--- config.mk ---
export PLATFORM = sky130hd
export DESIGN_NAME = px_serializer
export DESIGN_NICKNAME = d
export VERILOG_FILES = /design/src/rtl/px_pkg.sv /design/src/rtl/px_edges.sv /design/src/rtl/px_word_build.sv /design/src/rtl/px_serial_ctrl.sv /design/src/rtl/px_serializer.sv
export SDC_FILE = /design/constraint.sdc
export NUM_CORES = 1
export LEC_CHECK = 0
export BUFFER_PORTS_ARGS = -buffer_cell sky130_fd_sc_hd__buf_2
export CAP_MARGIN = 10
export CORE_MARGIN = 2
export CORE_UTILIZATION = 52
export DETAILED_ROUTE_END_ITERATION = 7
export PLACE_DENSITY = 0.78
export SLEW_MARGIN = 15
export SYNTH_ARGS = -nofsm -noshare
export SYNTH_HDL_FRONTEND = slang
export SYNTH_SLANG_ARGS = --single-unit
--- constraint.sdc ---
create_clock -name clk -period 2.9 [get_ports clk]
set_clock_uncertainty 0.05 [all_clocks]
set_input_delay 0.145 -clock clk [delete_from_list [all_inputs] [get_ports clk]]
set_output_delay 0.145 -clock clk [all_outputs]
set_load 0.02 [all_outputs]
--- src/rtl/px_pkg.sv ---
package px_pkg;
  localparam int WORD_W  = 16;
  localparam int HALF_W  = WORD_W / 2;
  localparam int CURS_W  = 2 * WORD_W;
  localparam int BIT_W   = $clog2(WORD_W);

  // Repeat every bit of a half word, giving a full word.
  function automatic logic [WORD_W-1:0] dbl_bits(input logic [HALF_W-1:0] b);
    logic [WORD_W-1:0] r;
    for (int i = 0; i < HALF_W; i++) begin
      r[2*i]   = b[i];
      r[2*i+1] = b[i];
    end
    return r;
  endfunction
endpackage

--- src/rtl/px_edges.sv ---
module px_edges (
  input  logic clk,
  input  logic rst_n,
  input  logic hblank,
  input  logic hsync,
  input  logic mode_inv,
  input  logic mode_half,
  output logic start,
  output logic hs_rise,
  output logic inv_l,
  output logic half_l
);
  logic hblank_q, hsync_q;
  logic inv_n, half_n;

  assign hs_rise = hsync & ~hsync_q;
  assign start   = hblank_q & ~hblank & ~hsync;

  always_comb begin
    inv_n  = inv_l;
    half_n = half_l;
    if (hs_rise) begin
      inv_n  = mode_inv;
      half_n = mode_half;
    end
  end

  always_ff @(posedge clk or negedge rst_n) begin
    if (!rst_n) begin
      hblank_q <= 1'b1;
      hsync_q  <= 1'b0;
      inv_l    <= 1'b0;
      half_l   <= 1'b0;
    end else begin
      hblank_q <= hblank;
      hsync_q  <= hsync;
      inv_l    <= inv_n;
      half_l   <= half_n;
    end
  end
endmodule

--- src/rtl/px_word_build.sv ---
module px_word_build
  import px_pkg::*;
#(
  parameter int IDX_W = 6
) (
  input  logic [WORD_W-1:0] fetch_data,
  input  logic              fetch_ok,
  input  logic              inv,
  input  logic              half,
  input  logic              second,
  input  logic [HALF_W-1:0] lo_held,
  input  logic [IDX_W-1:0]  nidx,
  input  logic [IDX_W-1:0]  cur_idx,
  input  logic [CURS_W-1:0] cur_data,
  output logic [WORD_W-1:0] word,
  output logic [HALF_W-1:0] lo_new
);
  localparam logic [IDX_W:0] ONE = 1;

  logic [WORD_W-1:0] mask, src, base, curs;
  logic              hit_hi, hit_lo;

  assign mask   = {WORD_W{inv}};
  assign src    = fetch_ok ? (fetch_data ^ mask) : mask;
  assign lo_new = src[HALF_W-1:0];
  assign hit_hi = (nidx == cur_idx);
  assign hit_lo = ({1'b0, nidx} == ({1'b0, cur_idx} + ONE));

  always_comb begin
    if (!half)       base = src;
    else if (second) base = dbl_bits(lo_held);
    else             base = dbl_bits(src[WORD_W-1:HALF_W]);
    if (hit_hi)      curs = cur_data[CURS_W-1:WORD_W];
    else if (hit_lo) curs = cur_data[WORD_W-1:0];
    else             curs = '0;
    word = base ^ curs;
  end
endmodule

--- src/rtl/px_serial_ctrl.sv ---
module px_serial_ctrl
  import px_pkg::*;
#(
  parameter int VIS_WORDS = 38,
  parameter int IDX_W     = 6
) (
  input  logic              clk,
  input  logic              rst_n,
  input  logic              start,
  input  logic              hs_rise,
  input  logic              half_l,
  input  logic              inv_l,
  input  logic              buf_empty,
  input  logic [WORD_W-1:0] word_in,
  input  logic [HALF_W-1:0] lo_new,
  output logic [IDX_W-1:0]  nidx,
  output logic              second_nx,
  output logic              fetch_ok,
  output logic              buf_rd,
  output logic [HALF_W-1:0] lo_held,
  output logic              pix_out,
  output logic              line_done
);
  localparam logic [IDX_W-1:0] LAST     = IDX_W'(VIS_WORDS - 1);
  localparam logic [BIT_W-1:0] BIT_LAST = BIT_W'(WORD_W - 1);

  logic              active_q, active_n;
  logic              second_q, second_n;
  logic              done_n;
  logic [BIT_W-1:0]  bcnt_q, bcnt_n;
  logic [IDX_W-1:0]  widx_q, widx_n;
  logic [WORD_W-1:0] sh_q, sh_n;
  logic [HALF_W-1:0] lo_n;
  logic              wrap, load, fetch;

  assign wrap      = active_q && (bcnt_q == BIT_LAST);
  assign load      = !hs_rise && (start || (wrap && (widx_q != LAST)));
  assign nidx      = start ? '0 : widx_q + 1'b1;
  assign second_nx = half_l && !start && !second_q;
  assign fetch     = load && !second_nx;
  assign fetch_ok  = fetch && !buf_empty;
  assign buf_rd    = fetch_ok;
  assign pix_out   = active_q & sh_q[WORD_W-1];

  always_comb begin
    active_n = active_q;
    second_n = second_q;
    done_n   = line_done;
    bcnt_n   = bcnt_q;
    widx_n   = widx_q;
    sh_n     = sh_q;
    lo_n     = lo_held;
    if (hs_rise) begin
      active_n = 1'b0;
      second_n = 1'b0;
      done_n   = 1'b0;
    end else if (load) begin
      active_n = 1'b1;
      sh_n     = word_in;
      bcnt_n   = '0;
      widx_n   = nidx;
      second_n = second_nx;
      if (fetch) lo_n = lo_new;
      if (start) done_n = 1'b0;
    end else if (wrap) begin
      active_n = 1'b0;
      done_n   = 1'b1;
    end else if (active_q) begin
      sh_n   = {sh_q[WORD_W-2:0], 1'b0};
      bcnt_n = bcnt_q + 1'b1;
    end
  end

  always_ff @(posedge clk or negedge rst_n) begin
    if (!rst_n) begin
      active_q  <= 1'b0;
      second_q  <= 1'b0;
      line_done <= 1'b0;
      bcnt_q    <= '0;
      widx_q    <= '0;
      sh_q      <= '0;
      lo_held   <= '0;
    end else begin
      active_q  <= active_n;
      second_q  <= second_n;
      line_done <= done_n;
      bcnt_q    <= bcnt_n;
      widx_q    <= widx_n;
      sh_q      <= sh_n;
      lo_held   <= lo_n;
    end
  end


  start_load_chk: assert property (@(posedge clk) disable iff (!rst_n)
    (start && !hs_rise) |=> (active_q && bcnt_q == '0 && widx_q == '0));


  mode_hold_chk: assert property (@(posedge clk) disable iff (!rst_n)
    (active_q && $past(active_q)) |-> ($stable(half_l) && $stable(inv_l)));


  done_rise_chk: assert property (@(posedge clk) disable iff (!rst_n)
    $rose(line_done) |-> $past(active_q));


  rd_then_shift_chk: assert property (@(posedge clk) disable iff (!rst_n)
    buf_rd |=> (active_q && bcnt_q == '0));


  sync_abort_chk: assert property (@(posedge clk) disable iff (!rst_n)
    hs_rise |=> (!active_q && !line_done));
endmodule

--- src/rtl/px_serializer.sv ---
module px_serializer
  import px_pkg::*;
#(
  parameter  int VIS_WORDS = 38,
  localparam int IDX_W     = $clog2(VIS_WORDS)
) (
  input  logic              clk,
  input  logic              rst_n,
  input  logic              hblank,
  input  logic              hsync,
  input  logic              mode_inv,
  input  logic              mode_half,
  input  logic [15:0]       buf_data,
  input  logic              buf_empty,
  output logic              buf_rd,
  input  logic [IDX_W-1:0]  cur_idx,
  input  logic [31:0]       cur_data,
  output logic              pix_out,
  output logic              line_done
);
  logic              start, hs_rise, inv_l, half_l;
  logic [IDX_W-1:0]  nidx;
  logic              second_nx, fetch_ok;
  logic [HALF_W-1:0] lo_held, lo_new;
  logic [WORD_W-1:0] word;

  px_edges u_edges (
    .clk      (clk),
    .rst_n    (rst_n),
    .hblank   (hblank),
    .hsync    (hsync),
    .mode_inv (mode_inv),
    .mode_half(mode_half),
    .start    (start),
    .hs_rise  (hs_rise),
    .inv_l    (inv_l),
    .half_l   (half_l)
  );

  px_word_build #(.IDX_W(IDX_W)) u_build (
    .fetch_data(buf_data),
    .fetch_ok  (fetch_ok),
    .inv       (inv_l),
    .half      (half_l),
    .second    (second_nx),
    .lo_held   (lo_held),
    .nidx      (nidx),
    .cur_idx   (cur_idx),
    .cur_data  (cur_data),
    .word      (word),
    .lo_new    (lo_new)
  );

  px_serial_ctrl #(.VIS_WORDS(VIS_WORDS), .IDX_W(IDX_W)) u_ctrl (
    .clk      (clk),
    .rst_n    (rst_n),
    .start    (start),
    .hs_rise  (hs_rise),
    .half_l   (half_l),
    .inv_l    (inv_l),
    .buf_empty(buf_empty),
    .word_in  (word),
    .lo_new   (lo_new),
    .nidx     (nidx),
    .second_nx(second_nx),
    .fetch_ok (fetch_ok),
    .buf_rd   (buf_rd),
    .lo_held  (lo_held),
    .pix_out  (pix_out),
    .line_done(line_done)
  );
endmodule

==> After elaboration in Yosys (flattened, before gate mapping) <==
Cells that the tools add are included.
{ "totals": {"reg_bits": 41} }
{ "classes": {"add_sub_neg": 3, "eq_ne": 6, "n_mux": 21, "bitwise_logic": 10, "n_reduce_logical": 20} }
{ "ops": {"columns": ["operator", "n"], "rows": [
  ["2-to-1 mux 16 bit", 8],
  ["bitwise XOR 16 bit", 2],
  ["2-to-1 mux 4 bit", 3],
  ["2-to-1 mux 1 bit", 9],
  ["adder 6 x 1 -> 7 bit (second input constant)", 1],
  ["equality test 6 x 7 -> 1 bit", 1],
  ["logical AND 1 bit", 7],
  ["adder 6 x 1 -> 6 bit (second input constant)", 1],
  ["equality test 6 bit", 1],
  ["2-to-1 mux 6 bit", 1],
  ["!= test 6 bit (second input constant)", 1],
  ["AND reduction 3 bit", 2],
  ["zero test 1 bit", 5],
  ["adder 4 x 1 -> 4 bit (second input constant)", 1],
  ["AND 1 bit", 4],
  ["equality test 4 bit (second input constant)", 1],
  ["NOT 1 bit", 4],
  ["AND reduction 2 bit", 2],
  ["nonzero test 2 bit", 2],
  ["!= test 3 x 1 -> 1 bit (second input constant)", 1],
  ["nonzero test 3 bit", 1],
  ["!= test 2 bit (second input constant)", 1],
  ["logical OR 1 bit", 1]
]} }

==> Longest topological paths before layout <==
Gate-level depths: netlist (run 1).
{ "depth": {"ltp_word": 14, "depth_mapped": 10, "mapped_depth_nobuf": 9} }

==> Hierarchy <==
Synthesis (run 1) repeated with hierarchy kept, for this count alone.
{ "hier_totals": {"hier_cells": 296, "hier_area_um2": 3066.7} }
{ "by_module_without_submodules": {"columns": ["mod", "n_inst", "cells_per_inst", "area_each_um2", "seq_area_each_um2"], "rows": [
  ["px_serial_ctrl", 1, 145, 1846.8, 925.9],
  ["px_word_build", 1, 143, 1067.3, 0.0],
  ["px_edges", 1, 8, 152.6, 101.3]
]} }

==> Worst setup path before layout (run 1) <==
No wires, ideal clock.
{ "synth_timing": {"path_kind": "flip-flop to flip-flop", "startpoint": "register u_ctrl.widx_q[0]", "endpoint": "register u_ctrl.sh_q[14]", "setup_ns": 0.120, "t_arrival_ns": 2.516, "required_ns": 2.730, "path_slack_ns": 0.213, "stages_incl_launch_ff": 9, "synth_period_minus_slack_ns": 2.687, "cell_sequence": "dfrtp_1 -> ha_1 -> nand2b_1 -> a2111oi_0 -> a311oi_1 -> or4_1 -> a21oi_1 -> a21oi_1 -> o211a_1"} }
{ "synth_between": {"elab_chain_cells": 11, "elab_cells_between_ends": 20, "cone_classes": "1 x add/sub; 4 x eq/ne; 7 x mux; 1 x bitwise; 7 x reduce/logical"} }
{ "synth_lines": {"columns": ["item", "line_no", "rtl"], "rows": [
  ["from (decl)", "px_serial_ctrl.sv:31", "logic [IDX_W-1:0] widx_q, widx_n;"],
  ["from (signal assigned)", "px_serial_ctrl.sv:88", "widx_q <= widx_n;"],
  ["branches (longest 11 deep; another with adder 6 x 1 -> 6 bit)", null, null],
  ["to (signal assigned)", "px_serial_ctrl.sv:89", "sh_q <= sh_n;"],
  ["to (decl)", "px_serial_ctrl.sv:32", "logic [WORD_W-1:0] sh_q, sh_n;"]
]} }
Parallel ways; which one is timed is not known.
A chain may end at the register's enable or synchronous reset.

==> Worst setup path after layout (run 1) <==
{ "layout_timing": {"startpoint": "register u_ctrl.widx_q[0]", "endpoint": "register u_ctrl.sh_q[8]"} }
The elaborated chain is that of the path after synthesis.

==> out/summary.txt, run 1 <==
==================================================================================================
Outcome                                                                                  completed
Final critical-path share of the clock period                                               96.60%
Peak per-stage delay on the critical path                                                   430 ps
Syn Inst Count                                                                                 451
Top delay family on crit path                                                         compound AO/OA/AOI/OAI gates
Root buf cell                                                                             clkbuf_8
Hold Fails Final Rpt                                                                             0
Crit. End Element                                                                             flop
Synth Area in XOR/XNOR                                                                      5.227%
TritonCTS clock tree                                                                         built
Number of inserted diodes                                                                        0
Final global-route overflow total                                                                0
Category of the critical setup timing path                                            flop to flop
Wire length of the first global-routing pass                                              18.29 mm
Routability Congestion                                                                      0.9067
Mean instance size in the synthesized netlist                                            8.492 µm²
Number of max-capacitance violations reported                                                    0
Count of fill cells added during filler insertion                                              628
Post-detail-place hpwl                                                                    8.179 mm
Final setup violating endpoints                                                                  0
Transition at the pin with the smallest max-transition slack                              993.4 ps
Number of distinct library cell variants in the gate-level netlist after synthesis              70
Worst hold-check path type                                                            input pin to flop
Layout overhead on the synthesized area                                                     17.80%
DIE WIDTH                                                                                 89.82 µm
Via count                                                                                     3956
Path length in cells of the critical path                                                       10
Max Clock Freq                                                                           357.0 MHz
Total instance count after detailed placement                                                  605
Clk Latency, worst-skew pair                                                                300 ps
Count of antenna-violating nets left after detailed routing                                      0
Share of synthesized area spent on multiplexers                                             6.436%
Share of synthesized area occupied by flip-flops and latches                                26.82%
Wire length after detailed routing                                                        11.02 mm
Arrival time at the worst endpoint                                                         2930 ps
Kind of launch point of the worst setup path                                                  flop
Via density                                                                                  6.401
PortBufs                                                                                        63
Core area                                                                                 7176 µm²
Total nets after synthesis                                                                     516
Max stage delay cell, worst path                                                         a2111oi_0
Vias in the first global route                                                                3809
Largest family of logic cells by synthesized area                                     compound AO/OA/AOI/OAI gates
Buf/Inv on CP                                                                                    2
Share of cells above drive strength 1                                                       26.40%
Commonest register cell after synthesis                                                    dfrtp_1
DRC violation count after routing                                                                0
Number of enable-type register cells in the synthesized netlist                                  0
Yosys warning total                                                                              0
Power per cell area                                                                   544.6 nW/µm²
Area of the die                                                                           8068 µm²
Leak                                                                                      1.944 nW
PnR Total Power                                                                           2.457 mW
Final nets                                                                                     583
Cts bufs inserted                                                                                5
Post-route minimum period                                                                  2801 ps
Clock Sinks                                                                                     41
Worst hold path cell count                                                                       3
Number of levels the H-tree was split into                                                       2
Top fanout value on the critical path                                                           28
Number of max-slew violations in the final report                                                0
Number of antenna violations at the first check in global routing                                0
Worst-case headroom to the max-slew limit                                                   33.78%
Critical Path, Cell by Cell                                                           buf_4 > ha_2 > nand3_4 > xor2_2 > or3_1 > and4_1 > o2111a_1 > buf_12 > a2111oi_0 > a211oi_1
Compound-cell area share of the yosys netlist                                               33.22%
Avg WL per Cell                                                                           17.83 µm
Drt initial violations                                                                         259
Maximum count of clock buffers along a single path                                               2
GRT Overall Usage                                                                           27.61%
Share of flip-flops with an asynchronous set or reset after synthesis                       100.0%
Starting utilization of the core area                                                       53.37%
Simple logic cell fraction of the synthesized area                                          21.53%
Die H                                                                                     89.82 µm
Floorplan row count                                                                             31
Pin count of the biggest net entering global routing                                            42
Area share of fa/ha/maj cells after synthesis                                               1.307%
Count of placed standard cells in the final layout, fillers left out                           618
Boundary Pins                                                                                   64
Worst-case reg-to-reg path depth                                                                10
Area of the mapped netlist                                                                3830 µm²
Detailed-router iteration count before antenna repair                                            4
Maximum vdd drop                                                                         0.2380 mV
Synthesized flop and latch total                                                                41
Critical Path RT                                                                           3030 ps
Clock transition time at the flip-flop clock pins of the worst setup and hold paths          90 ps
==================================================================================================
==> layout by cell type, fill, tap and decap left out, types with 6 or more instances in the layout <==
master     n
nand2b_1  12
nor3_1    11
inv_1      9
nor2_1    32
mux2_2    13
a21o_1     7
a211oi_1  11
buf_2     63
xnor2_1   17
nand2_1   36
o211ai_1   9
and2_1     8
a211oi_2   6
o21ai_0   33
a221oi_1   9
dfrtp_1   40
a21oi_1   23
nor2b_1    6
buf_4     23
or3_1      7
mux2i_1   10
a22o_1     6
nand3_1   16
a21boi_0   6
==> synthesized netlist by cell type (3+ instances only) <==
cell	number	area share (%)
dfrtp_1	40	26
a211oi_2	6	2.0
clkbuf_1	14	1.4
nor3_1	11	1.4
a211o_1	3	0.69
mux2_2	13	3.8
ha_1	4	1.3
a221oi_1	9	2.1
or3_1	7	1.1
o2111ai_1	3	0.69
xor2_1	4	0.91
buf_2	11	1.4
a21oi_1	23	3.0
a2111oi_0	6	1.4
o31ai_1	3	0.59
nand2b_1	12	2.0
mux2i_1	10	2.6
and2_1	8	1.3
inv_1	9	0.88
o211ai_1	9	1.8
a21boi_0	6	1.2
o21bai_1	5	0.98
xnor2_1	17	3.9
nand2_1	36	3.5
a21oi_2	3	0.69
nor2_1	32	3.1
or4_1	4	0.78
a21o_1	7	1.4
nand3_1	16	2.1
a211oi_1	11	2.2
o32ai_2	3	1.3
nor2b_1	6	0.98
o211a_1	3	0.78
o21ai_0	34	4.4
o2111a_1	5	1.5
buf_6	4	1.2
nand4_1	3	0.49
buf_4	3	0.59
o31a_1	4	0.91
a22o_1	6	1.4
==> registers in the layout (all words and copies together), names as in the netlist <==
name              flops
u_edges.inv_l         1
u_ctrl.lo_held        8
u_edges.hblank_q      1
u_ctrl.second_q       1
u_edges.half_l        1
u_ctrl.bcnt_q         4
u_ctrl.line_done      1
u_ctrl.widx_q         6
u_ctrl.active_q       1
u_edges.hsync_q       1
u_ctrl.sh_q          16
==> power by group <==
part,switching [mW],leakage (nW),internal (mW)
Clock,0.225,0.0687,0.347
Sequential,0.127,0.500,0.741
Combinational,0.553,1.38,0.465
Total,0.905,1.94,1.55
==> worst register-to-register path, cell delays in order (launching register included) <==
cell and delay [ps]:
dfrtp_1 380, buf_4 150, ha_2 240, nand3_4 100
xor2_2 170, or3_1 350, and4_1 260, o2111a_1 290
buf_12 170, a2111oi_0 440, a211oi_1 90
==> logic make-up after synthesis <==
group / count (synthesis)
AO/OA/AOI/OAI: 167
XOR/XNOR: 22
multiplexers: 23
buffers and inverters: 41
AND/OR/NAND/NOR: 153
adder cells (fa/ha/maj): 4
flip-flops: 41
==> worst paths after layout <==
path	startpoint	to	slack (ps)
max	u_ctrl.widx_q[0]	u_ctrl.sh_q[8]	100
min	mode_inv	u_edges.inv_l	10
max reg2reg	u_ctrl.widx_q[0]	u_ctrl.sh_q[8]	100
min reg2reg	u_ctrl.line_done	u_ctrl.line_done	450
max in group asynchronous	rst_n	u_ctrl.bcnt_q[0]	1700
min in group asynchronous	rst_n	u_ctrl.lo_held[6]	490
==> cell type report <==
type                       instances  area [µm²]  share of cell area, %
tap                               99       123.9                  2.745
sequential                        41        1027                  22.77
clock inverter                     3       68.82                  1.525
inverter                           9       33.78                 0.7488
multi-input combinational        369        2621                  58.10
clock buffer                       5       68.82                  1.525
timing repair buffer              92       568.0                  12.59
==> layer usage <==
| layer | track usage (%) | share of wire, % | vias to the layer above |
|---|---|---|---|
| li1 | - | - | 1855 |
| met1 | 35.96 | 42 | 1917 |
| met2 | 47.16 | 50 | 165 |
| met3 | 4.275 | 6.0 | 19 |
| met4 | 9.103 | 1.7 | 0 |
| met5 | 0 | 0 | - |
==> metrics by stage <==
stage               util [%]  hold slack [ps]  TNS (ps)  cell area (µm²)  worst slack (ps)
global route           62.88            29.59    -2.307             4512            -2.307
finish                 62.88            11.75         0             4512             98.64
CTS                    62.16            4.257         0             4461             28.49
floorplan                  -           -200.6         0             3830             213.4
detailed placement     59.97            254.0         0             4303             38.11
global placement       59.97            253.6         0             4303             123.4
==> timing repair <==
action / CTS / global route
gates resized for setup: 0 / 7
hold buffers: 2 / 2
hold endpoints to repair: 40 / 2
buffers inserted: 0 / 1
setup endpoints to repair: 0 / 15
No activity file was read; power rests on OpenSTA's default activity.
==> run 2, diff against run 1 <==
--- a/config.mk
+++ b/config.mk
@@ -7,10 +7,12 @@
 export LEC_CHECK = 0
 export BUFFER_PORTS_ARGS = -buffer_cell sky130_fd_sc_hd__buf_2
 export CAP_MARGIN = 10
+export CELL_PAD_IN_SITES_DETAIL_PLACEMENT = 1
+export CELL_PAD_IN_SITES_GLOBAL_PLACEMENT = 2
 export CORE_MARGIN = 2
-export CORE_UTILIZATION = 52
+export CORE_UTILIZATION = 34
 export DETAILED_ROUTE_END_ITERATION = 7
-export PLACE_DENSITY = 0.78
+export PLACE_DENSITY = 0.8
 export SLEW_MARGIN = 15
 export SYNTH_ARGS = -nofsm -noshare
 export SYNTH_HDL_FRONTEND = slang
==> constraint.sdc (replaced) <==
create_clock -name clk -period 2.6 [get_ports clk]
set_clock_uncertainty 0.05 [all_clocks]
set_input_delay 0.13 -clock clk [delete_from_list [all_inputs] [get_ports clk]]
set_output_delay 0.13 -clock clk [all_outputs]
set_load 0.02 [all_outputs]
==> out/summary.txt, run 2 (synthesized netlist as in run 1, its figures left out) <==
==================================================================================================
Final setup violating endpoints                                                                  4   was 0
DRC violation count after routing                                                                0   unchanged
Count of antenna-violating nets left after detailed routing                                      0   unchanged
Share of cells above drive strength 1                                                       42.29%   was 26.40%
Routability Congestion                                                                      0.8353   was 0.9067
Number of antenna violations at the first check in global routing                                0   unchanged
Layout overhead on the synthesized area                                                     42.11%   was 17.80%
Root buf cell                                                                            clkbuf_16   was clkbuf_8
Floorplan row count                                                                             38   was 31
Crit. End Element                                                                             flop   unchanged
Via density                                                                                  5.751   was 6.401
Clock Sinks                                                                                     41   unchanged
Wire length of the first global-routing pass                                              22.52 mm   was 18.29 mm
Vias in the first global route                                                                4392   was 3809
Worst-case setup margin in the final layout                                              -62.15 ps   was 98.64 ps
Clock transition time at the flip-flop clock pins of the worst setup and hold paths          60 ps   was 90 ps
Final global-route overflow total                                                                0   unchanged
Area of the die                                                                          12130 µm²   was 8068 µm²
Total instance count after detailed placement                                                  705   was 605
Number of max-slew violations in the final report                                                0   unchanged
Commonest cells after routing, fill and taps aside                                    buf_4 (80), buf_2 (63), dfrtp_1 (39)   was buf_2 (63), dfrtp_1 (40), nand2_1 (36)
Worst hold-check path type                                                            input pin to flop   unchanged
Top Registers                                                                         u_ctrl.sh_q (16), u_ctrl.lo_held (8), u_ctrl.widx_q (6)   unchanged
Critical Path RT                                                                           2720 ps   was 3030 ps
Pin count of the biggest net entering global routing                                            34   was 42
Number of max-capacitance violations reported                                                    0   unchanged
Worst-case headroom to the max-slew limit                                                   46.03%   was 33.78%
Post-route minimum period                                                                  2662 ps   was 2801 ps
Die H                                                                                     110.1 µm   was 89.82 µm
Count of fill cells added during filler insertion                                             1323   was 628
Hold Fails Final Rpt                                                                             0   unchanged
PortBufs                                                                                        63   unchanged
Largest register FFs                                                                            16   unchanged
TritonCTS clock tree                                                                         built   unchanged
Boundary Pins                                                                                   64   unchanged
Count of placed standard cells in the final layout, fillers left out                           724   was 618
Most frequent standard cell in the layout excluding fill and tap cells                       buf_4   was buf_2
Transition at the pin with the smallest max-transition slack                              809.5 ps   was 993.4 ps
Avg WL per Cell                                                                           20.26 µm   was 17.83 µm
Top fanout value on the critical path                                                            9   was 28
Number of levels the H-tree was split into                                                       2   unchanged
Unrepaired setup endpoints after global routing                                                yes
Number of inserted diodes                                                                        0   unchanged
Core area                                                                                10940 µm²   was 7176 µm²
Drt initial violations                                                                         205   was 259
PnR Total Power                                                                           3.206 mW   was 2.457 mW
Max Clock Freq                                                                           375.6 MHz   was 357.0 MHz
Category of the critical setup timing path                                            flop to flop   unchanged
Cell Area, Placed                                                                         4820 µm²   was 4303 µm²
Clk Latency, worst-skew pair                                                                290 ps   was 300 ps
Post-detail-place hpwl                                                                    10.99 mm   was 8.179 mm
Reg2Reg Setup Slack                                                                         -60 ps   was 100 ps
Wire length after detailed routing                                                        14.67 mm   was 11.02 mm
Setup_tns                                                                                -129.4 ps   was 0 ps
Outcome                                                                               finished, violations left   was completed
Cell area after layout                                                                    5443 µm²   was 4512 µm²
Detailed-router iteration count before antenna repair                                            4   unchanged
Final critical-path share of the clock period                                               102.4%   was 96.60%
Largest Register                                                                       u_ctrl.sh_q   unchanged
Via count                                                                                     4164   was 3956
Leak                                                                                      2.354 nW   was 1.944 nW
Final nets                                                                                     649   was 583
Arrival time at the worst endpoint                                                         2780 ps   was 2930 ps
Violated checks                                                                       setup timing
Maximum count of clock buffers along a single path                                               2   unchanged
Maximum vdd drop                                                                         0.2368 mV   was 0.2380 mV
Kind of launch point of the worst setup path                                                  flop   unchanged
GRT Overall Usage                                                                           24.21%   was 27.61%
Starting utilization of the core area                                                       35.02%   was 53.37%
DIE WIDTH                                                                                 110.1 µm   was 89.82 µm
Cts bufs inserted                                                                                5   unchanged
Power per cell area                                                                   589.0 nW/µm²   was 544.6 nW/µm²
==================================================================================================
## run 2: cell count changes in the layout (fill, tap and decap cells not counted), sizes merged
| cell | delta |
|---|---|
| clkinv | +1 |
| inv | -1 |
| bufinv | -1 |
| buf | +64 |
| clkbuf | +2 |
## run 2: metal layers
metal / wire (µm) / up-vias / global-route usage, % / share of wire, %
met5: 0 / - / 0 / 0
met4: 385 / 0 / 9.018 / 2.6
met3: 505 / 29 / 3.233 / 3.4
met2: 7325 / 81 / 43.65 / 50
li1: - / 1978 / - / -
met1: 6452 / 2076 / 29.21 / 44
## run 2: final timing paths
check,depth (start not counted),to,start
hold reg to reg,2,u_ctrl.lo_held[4],u_ctrl.lo_held[4]
min in group asynchronous,2,u_ctrl.lo_held[2],rst_n
hold / removal,1,u_edges.hsync_q,hsync
max in group asynchronous,3,u_ctrl.sh_q[6],rst_n
setup / recovery,11,u_ctrl.sh_q[3],u_ctrl.widx_q[0]
setup reg to reg,11,u_ctrl.sh_q[3],u_ctrl.widx_q[0]
## run 2: what timing repair did
item	in CTS	in global routing
setup endpoints to repair	15	16
gates resized for setup	28	48
buffers inserted	3	5
hold buffers	4	0
pin swaps	11	15
cloned	0	2
endpoints found under the hold margin	33	0
## run 2: layout make-up
class,instances,area [µm²],share of cell area [%]
Inverter,9,33.78,0.6207
Sequential cell,41,1028,18.90
Timing Repair Buffer,158,1116,20.51
Clock buffer,5,125.1,2.299
Multi-Input combinational cell,369,2929,53.82
Clock inverter,2,35.03,0.6437
Tap cell,140,175.2,3.218
## run 2: where the power goes
group / leakage [nW] / total (mW) / switching [mW] / internal (mW)
clock: 0.0797 / 0.723 / 0.277 / 0.447
sequential: 0.499 / 0.972 / 0.143 / 0.829
combinational: 1.78 / 1.51 / 0.786 / 0.724
total: 2.35 / 3.21 / 1.21 / 2.00
## run 2: per-stage QoR
stage | worst slack (ps) | hold slack, ps | utilization, %
after floorplan | 30.48 | -215.6 | -
after global placement | -81.84 | 224.7 | 44.07
after detailed placement | -111.4 | 227.1 | 44.07
after CTS | -0.6271 | 11.05 | 47.38
after global routing | -122.0 | 9.460 | 49.77
final | -62.15 | 10.25 | 49.77
## run 2: critical path, stage by stage, from the launching register on
cell	delay [ps]
dfrtp_2	440
buf_6	130
ha_4	170
nand3_4	90
xor2_2	170
buf_4	160
o21ai_0	100
a211oi_2	310
o2111a_2	340
clkbuf_16	180
a221oi_1	80
o31ai_1	310
